<file path="config.mk">
export PLATFORM = sky130hd
export DESIGN_NAME = nvm_tick_gen
export DESIGN_NICKNAME = d
export VERILOG_FILES = /design/src/rtl/nvmclk_pkg.sv /design/src/rtl/nvmclk_cfg_reg.sv /design/src/rtl/nvmclk_prescale.sv /design/src/rtl/nvmclk_divider.sv /design/src/rtl/nvm_tick_gen.sv
export SDC_FILE = /design/constraint.sdc
export NUM_CORES = 1
export LEC_CHECK = 0
export ABC_CLOCK_PERIOD_IN_PS = 3600
export BUFFER_PORTS_ARGS = -buffer_cell sky130_fd_sc_hd__buf_2
export CAP_MARGIN = 25
export CORE_MARGIN = 5
export CORE_UTILIZATION = 30
export CTS_BUF_LIST = sky130_fd_sc_hd__clkbuf_2 sky130_fd_sc_hd__clkbuf_4 sky130_fd_sc_hd__clkbuf_8
export CTS_CLUSTER_SIZE = 28
export DETAILED_ROUTE_END_ITERATION = 10
export GPL_TIMING_DRIVEN = 0
export PLACE_DENSITY = 0.61
export SLEW_MARGIN = 15
export SYNTH_ARGS = -nofsm -noshare
export SYNTH_HDL_FRONTEND = slang
export SYNTH_SLANG_ARGS = --single-unit
</file>
<file path="constraint.sdc">
create_clock -name clk -period 3.6 [get_ports clk]
set_input_delay 0.72 -clock clk [delete_from_list [all_inputs] [get_ports clk]]
set_output_delay 0.72 -clock clk [all_outputs]
set_load 0.01 [all_outputs]
</file>
<file path="src/rtl/nvmclk_pkg.sv">
package nvmclk_pkg;

    // Register lock state: open until the first write lands.
    typedef enum logic {
        CFG_OPEN   = 1'b0,
        CFG_SEALED = 1'b1
    } cfg_state_t;

    // Divider activity: idle until configured, then free-running.
    typedef enum logic {
        DIV_IDLE = 1'b0,
        DIV_RUN  = 1'b1
    } div_state_t;

endpackage

</file>
<file path="src/rtl/nvmclk_cfg_reg.sv">
module nvmclk_cfg_reg
    import nvmclk_pkg::*;
#(
    parameter int DIV_W = 6
) (
    input  logic             clk,
    input  logic             rst,
    input  logic             we,
    input  logic [DIV_W:0]   wdata,
    output logic             loaded,
    output logic             pre_sel,
    output logic [DIV_W-1:0] divisor,
    output logic             restart
);

    cfg_state_t state_q, state_d;
    logic             pre_q;
    logic [DIV_W-1:0] div_q;

    // State register
    always_ff @(posedge clk) begin
        if (rst) state_q <= CFG_OPEN;
        else     state_q <= state_d;
    end

    // Next state
    always_comb begin
        state_d = state_q;
        unique case (state_q)
            CFG_OPEN:   if (we) state_d = CFG_SEALED;
            CFG_SEALED: state_d = CFG_SEALED;
            default:    state_d = CFG_OPEN;
        endcase
    end

    // Stored fields: captured only on the OPEN->SEALED transition
    always_ff @(posedge clk) begin
        if (rst) begin
            pre_q <= 1'b0;
            div_q <= '0;
        end else if (state_q == CFG_OPEN && we) begin
            pre_q <= wdata[DIV_W];
            div_q <= wdata[DIV_W-1:0];
        end
    end

    // Outputs
    always_comb begin
        loaded  = 1'b0;
        restart = 1'b0;
        unique case (state_q)
            CFG_OPEN:   restart = we;
            CFG_SEALED: loaded  = 1'b1;
            default:    loaded  = 1'b0;
        endcase
        pre_sel = pre_q;
        divisor = div_q;
    end

endmodule

</file>
<file path="src/rtl/nvmclk_prescale.sv">
module nvmclk_prescale #(
    parameter int RATIO = 8
) (
    input  logic clk,
    input  logic rst,
    input  logic restart,
    input  logic run,
    input  logic sel,
    output logic stage_en
);

    generate
        if (RATIO < 2) begin : g_bypass
            assign stage_en = run;
        end else begin : g_count
            localparam int CW = $clog2(RATIO);
            localparam logic [CW-1:0] LAST = CW'(RATIO - 1);
            logic [CW-1:0] cnt_q;

            always_ff @(posedge clk) begin
                if (rst || restart)       cnt_q <= '0;
                else if (run && sel)      cnt_q <= (cnt_q == LAST) ? '0 : cnt_q + 1'b1;
            end

            assign stage_en = run && (!sel || cnt_q == LAST);
        end
    endgenerate

endmodule

</file>
<file path="src/rtl/nvmclk_divider.sv">
module nvmclk_divider
    import nvmclk_pkg::*;
#(
    parameter int DIV_W = 6
) (
    input  logic             clk,
    input  logic             rst,
    input  logic             restart,
    input  logic             stage_en,
    input  logic [DIV_W-1:0] divisor,
    output logic             running,
    output logic             tick
);

    div_state_t state_q, state_d;
    logic [DIV_W-1:0] cnt_q;
    logic             wrap;

    // State register
    always_ff @(posedge clk) begin
        if (rst) state_q <= DIV_IDLE;
        else     state_q <= state_d;
    end

    // Next state
    always_comb begin
        state_d = state_q;
        unique case (state_q)
            DIV_IDLE: if (restart) state_d = DIV_RUN;
            DIV_RUN:  state_d = DIV_RUN;
            default:  state_d = DIV_IDLE;
        endcase
    end

    assign wrap = (cnt_q == divisor);

    // Counter: divide by divisor+1
    always_ff @(posedge clk) begin
        if (rst || restart)                       cnt_q <= '0;
        else if (state_q == DIV_RUN && stage_en)  cnt_q <= wrap ? '0 : cnt_q + 1'b1;
    end

    // Outputs
    always_comb begin
        running = 1'b0;
        tick    = 1'b0;
        unique case (state_q)
            DIV_IDLE: ;
            DIV_RUN: begin
                running = 1'b1;
                tick    = stage_en && wrap;
            end
            default: ;
        endcase
    end

endmodule

</file>
<file path="src/rtl/nvm_tick_gen.sv">
module nvm_tick_gen #(
    parameter int DIV_W     = 6,
    parameter int PRE_RATIO = 8
) (
    input  logic             clk,
    input  logic             rst,
    input  logic             cfg_we,
    input  logic [DIV_W+1:0] cfg_wdata,
    output logic [DIV_W+1:0] cfg_rdata,
    output logic             tick,
    output logic             cfg_loaded,
    output logic             nvm_op_en
);

    logic             loaded;
    logic             pre_sel;
    logic [DIV_W-1:0] divisor;
    logic             restart;
    logic             stage_en;
    logic             running;

    nvmclk_cfg_reg #(.DIV_W(DIV_W)) u_cfg (
        .clk     (clk),
        .rst     (rst),
        .we      (cfg_we),
        .wdata   (cfg_wdata[DIV_W:0]),
        .loaded  (loaded),
        .pre_sel (pre_sel),
        .divisor (divisor),
        .restart (restart)
    );

    nvmclk_prescale #(.RATIO(PRE_RATIO)) u_pre (
        .clk      (clk),
        .rst      (rst),
        .restart  (restart),
        .run      (running),
        .sel      (pre_sel),
        .stage_en (stage_en)
    );

    nvmclk_divider #(.DIV_W(DIV_W)) u_div (
        .clk      (clk),
        .rst      (rst),
        .restart  (restart),
        .stage_en (stage_en),
        .divisor  (divisor),
        .running  (running),
        .tick     (tick)
    );

    assign cfg_rdata  = {loaded, pre_sel, divisor};
    assign cfg_loaded = loaded;
    assign nvm_op_en  = loaded;

endmodule

</file>
Yosys cells after proc, flatten, opt, wreduce, memory -nomap -nowiden
Cells that the tools add are included.
{"block": "word_totals", "register_bits": 18, "latchBits": 0, "mem_bits_rw": 0, "rom_bits": 0, "out_inout_bits": 11, "wordCells": 30, "memories": 0}
{"block": "op_classes", "addsub": 2, "mul": 0, "div": 0, "magnitude_cmp": 0, "n_eq_ne": 2, "shift": 0, "mux": 10, "bitwise": 2, "n_reduce_logical": 8}
{"op": "adder 6 x 1 -> 6 bit (second input constant)", "count": 1}
{"op": "equality test 6 bit", "count": 1}
{"op": "2-to-1 mux 1 bit", "count": 6}
{"op": "2-to-1 mux 6 bit", "count": 1}
{"op": "logical AND 1 bit", "count": 5}
{"op": "case mux 1 bit (2 select lines)", "count": 2}
{"op": "adder 3 x 1 -> 3 bit (second input constant)", "count": 1}
{"op": "equality test 3 bit (second input constant)", "count": 1}
{"op": "2-to-1 mux 3 bit", "count": 1}
{"op": "logical OR 1 bit", "count": 2}
{"op": "inverter 1 bit", "count": 2}
{"op": "logical NOT 1 bit", "count": 1}

Longest topological paths before layout
{"block": "depth", "ltp_word": 5, "mapped_depth": 6, "mapped_depth_nobuf": 6}

Hierarchy
From an unflattened synthesis, not the netlist that was laid out.
{"block": "hier_totals", "cells_unflattened": 96, "hier_area_um2": 975.9}
{"mod": "nvmclk_divider", "instances": 1, "cells_each": 42, "area_per_inst_um2": 400.4, "seq_area_each_um2": 140.1}
{"mod": "nvmclk_cfg_reg", "instances": 1, "cells_each": 34, "area_per_inst_um2": 380.4, "seq_area_each_um2": 160.2}
{"mod": "nvmclk_prescale", "instances": 1, "cells_each": 17, "area_per_inst_um2": 172.7, "seq_area_each_um2": 60.1}
{"mod": "nvm_tick_gen", "instances": 1, "cells_each": 3, "area_per_inst_um2": 22.5, "seq_area_each_um2": 0.0}

Least setup slack after synthesis
OpenSTA, ideal clock, no wires.
{"block": "synth_path", "kind": "flip-flop to output port", "from": "reg u_pre.g_count.cnt_q[0]", "to": "out tick", "t_arrival_ps": 1416, "required_time_ps": 2880, "slack_ps": 1464, "path_stages_with_launch": 6, "path_buffers": 0, "cell_sequence": "dfxtp_1 > ha_1 > ha_1 > nand2b_1 > nand2_1 > nor4_1"}
{"block": "synth_via", "elab_chain_len": 5}
{"item": "from (decl)", "line": "nvmclk_prescale.sv:18", "rtl": "logic [CW-1:0] cnt_q;"}
{"item": "from (signal assigned)", "line": "nvmclk_prescale.sv:22", "rtl": "else if (run && sel) cnt_q <= (cnt_q == LAST) ? '0 : cnt_q + 1'b1;"}
{"item": "equality test 3 bit", "line": "nvmclk_prescale.sv:25", "rtl": "assign stage_en = run && (!sel || cnt_q == LAST);"}
{"item": "logical OR 1 bit", "line": "nvmclk_prescale.sv:25"}
{"item": "logical AND 1 bit", "line": "nvmclk_prescale.sv:25"}
{"item": "logical AND 1 bit", "line": "nvmclk_divider.sv:51", "rtl": "tick = stage_en && wrap;"}
{"item": "2-to-1 mux 1 bit", "line": "nvmclk_divider.sv:47", "rtl": "unique case (state_q)"}
{"item": "to (decl)", "line": "nvm_tick_gen.sv:10", "rtl": "output logic tick,"}
No other way between the ends.

Final worst setup path
Ends and elaborated chain as after synthesis.

==> results.tsv <==
stage	metric	value	unit
timing	Least-Margin Pin Slew	0.438	ns
setup_path	critical path capture point type	output port	
global_route	first-pass GRT wire length	2880	um
placement	Port Buffers	20	
cts	H-tree levels	1	
detailed_routing	WL/cell	11.5	um
setup_path	Bufs and invs on worst path	1	
logic_synthesis	library cells used by synthesis	23	
logic_synthesis	Post-Syn Instances	94	
setup_path	Crit path max-delay family	simple AND/OR/NAND/NOR gates	
cells_and_area	nets	133	
global_route	grt total ovfl	0	
die	die footprint	0.00397	sq mm
cts	CTS tree	yes	
cts	setup bufs post-CTS	0	
detailed_routing	DRT iter0 DRCs	10	
die	Die Width	63.0	um
logic_synthesis	main area contributors after synthesis	dfxtp_1, nand2_1, xor2_1	
timing	min cycle time layout	2.60	ns
detailed_routing	drt drc	0	
timing	final count of hold timing violations	0	
timing	RSZ-0062 raised after global routing	false	
timing	setup ws final	0.998	ns
status	run status	completed	
power_and_ir_drop	Pleak	0.000450	uW
logic_synthesis	Synth Flop Type	dfxtp_1	
cts	Post-CTS Resized	0	
logic_synthesis	Post-synth ARST share	0	%
timing	Max Slew Vio Count	0	
cts	Root Driver	clkbuf_4	
die	Die H	63.0	um
logic_synthesis	commonest cells in the netlist	dfxtp_1, nand2_1, nor2_1	
placement	routability cong.	0.729	
detailed_routing	first-pass iteration count of the detailed router	2	
timing	final setup fails	0	
global_route	initial antenna violation count	0	
worst_hold_path	worst hold path depth	2	
cts	worst-skew pair later-pin latency	0.28	ns
logic_synthesis	share of the synthesized area in the top cell type	42.8	%
setup_path	slowest CP cell	dfxtp_1	
power_and_ir_drop	peak supply drop	192	uV
flow_run	max_cap viols	0	
cells_and_area	Syn-to-layout area delta	19.2	%
logic_synthesis	Mapped Area	842	sq um
worst_hold_path	HP Class	reg2reg	
setup_path	critical path cell sequence	ha_1, ha_1, nand2b_1, nand2_1, nor4_1, buf_2	
cells_and_area	number of diodes	0	
cts	clk slew on worst S/H paths	0.10	ns
setup_path	CP most frequent cell	ha_1	
die	io pins	22	
setup_path	CP Launch Type	flop	
setup_path	reg2reg path depth	6	
detailed_routing	Final ANT Viol Nets	0	
setup_path	WS Path Type	reg2out	
placement	pre-CTS WS	1.33	ns
setup_path	data required time of the critical path	2.88	ns
setup_path	CP Depth	6	
logic_synthesis	Post-synth EDFFs	0	
logic_synthesis	Avg Cell Area, Syn	8.96	sq um
placement	DP HPWL	1280	um
logic_synthesis	post-synthesis sequential area ratio	42.8	%
timing	Fin Hold WS	0.499	ns
timing	Post-Route Setup TNS	0	ns
die	Row Count	19	
cts	Hold Buf Count CTS	0	
cts	number of clock sinks	18	
logic_synthesis	Syn Nets	108	
die	core area	0.00273	sq mm
logic_synthesis	largest area contributor in the netlist	dfxtp_1	
cells_and_area	share of layout cells above drive strength 1	26.5	%
global_route	GRT Total Usage	8.82	%
timing	Final period util	72.3	%
global_route	vias in the first global route	677	
detailed_routing	via density per instance	4.71	
setup_path	CP arrival	1.88	ns
die	initial cell density of the core	30.8	%
global_route	pin count of the biggest net entering global routing	11	
timing	fmax	384	MHz
cts	CTS max path bufs	2	
timing	Worst Skew	0.00271	ns
logic_synthesis	synthesis-stage register bit count	18	
detailed_routing	DR vias	697	
detailed_routing	final wirelength	1700	um
setup_path	largest stage delay on the critical path	0.38	ns
cts	Num CTS Buffers	3	
setup_path	CP Max Fanout	6	
timing	Slew HR	70.7	%
logic_synthesis	cell with the most instances after synthesis	dfxtp_1	
logic_synthesis	yosys warns	0	
power_and_ir_drop	PwrDens	365	mW/mm^2
routing by layer:
metal,GRT usage (%),share of wire [%],wire [um]
met4,3.98,1.2,21
met1,11.5,49,831
met2,13.8,45,773
met3,1.80,4.4,74
met5,0,0,0
metrics by stage:
stage               utilization [%]  cells  power [uW]  instance area, sq um
global route                   36.7    148         385                  1000
detailed placement             35.9    145         275                   981
CTS                            36.7    148         371                  1000
finish                         36.7    148         366                  1000
global placement               35.9    145         274                   981
floorplan                         -     94         255                   842
state kept, by name, indices dropped and copies added, names as in the netlist:
| name | count |
|---|---|
| u_pre.g_count.cnt_q | 3 |
| u_cfg.pre_sel | 1 |
| u_div.cnt_q | 6 |
| u_div.state_q | 1 |
| u_cfg.state_q | 1 |
| u_cfg.divisor | 6 |
cell type report:
| cell class | count | area, sq um |
|---|---|---|
| fillers | 283 | 1730 |
| multi-input cells | 70 | 447 |
| flip-flops and latches | 18 | 360 |
| repair buffers | 20 | 100 |
| well taps | 31 | 38.8 |
| plain buffers | 6 | 35.0 |
| clock buffers | 3 | 22.5 |
cells by family (layout without fill, tap and decap cells):
group                    after synthesis  in the layout  synth area share [%]
multiplexers                           2              2                  2.38
AO/OA/AOI/OAI                         10             10                  8.62
XOR/XNOR                              11             11                  13.2
AND/OR/NAND/NOR                       44             44                  24.4
adder cells (fa/ha/maj)                3              3                  4.46
flip-flops                            18             18                  42.8
buffers and inverters                  6             29                  4.16
cell usage in the layout (no fill, tap or decap), drive strengths merged:
master	Yosys	final
xnor2	4	4
nor2b	1	1
nand4	3	3
o41ai	1	1
nand2b	2	2
nor3	4	4
dfxtp	18	18
nand2	17	17
mux2i	2	2
nand3	3	3
buf	4	24
a21oi	9	9
clkbuf	2	5
xor2	7	7
nor4	1	1
and3	1	1
nor2	10	10
ha	3	3
and2	2	2
report_power, final:
group          switching, uW  total (uW)  internal, uW
clock                   57.4        96.2          38.8
combinational           31.5        56.5          25.0
sequential              7.45         214           206
total                   96.4         366           270
worst min-delay path, stage by stage, from the launching register on:
cell     delay, ns
dfxtp_1       0.34
nand2_1       0.06
a21oi_1       0.05
worst paths after layout:
| path | end | slack [ns] | start |
|---|---|---|---|
| setup / recovery | tick | 1.0 | u_pre.g_count.cnt_q[0] |
| hold / removal | u_cfg.divisor[2] | 0.50 | u_cfg.divisor[2] |
| setup reg to reg | u_div.cnt_q[4] | 1.76 | u_pre.g_count.cnt_q[0] |
| hold reg to reg | u_cfg.divisor[2] | 0.50 | u_cfg.divisor[2] |
No activity file was read; power rests on OpenSTA's default activity.
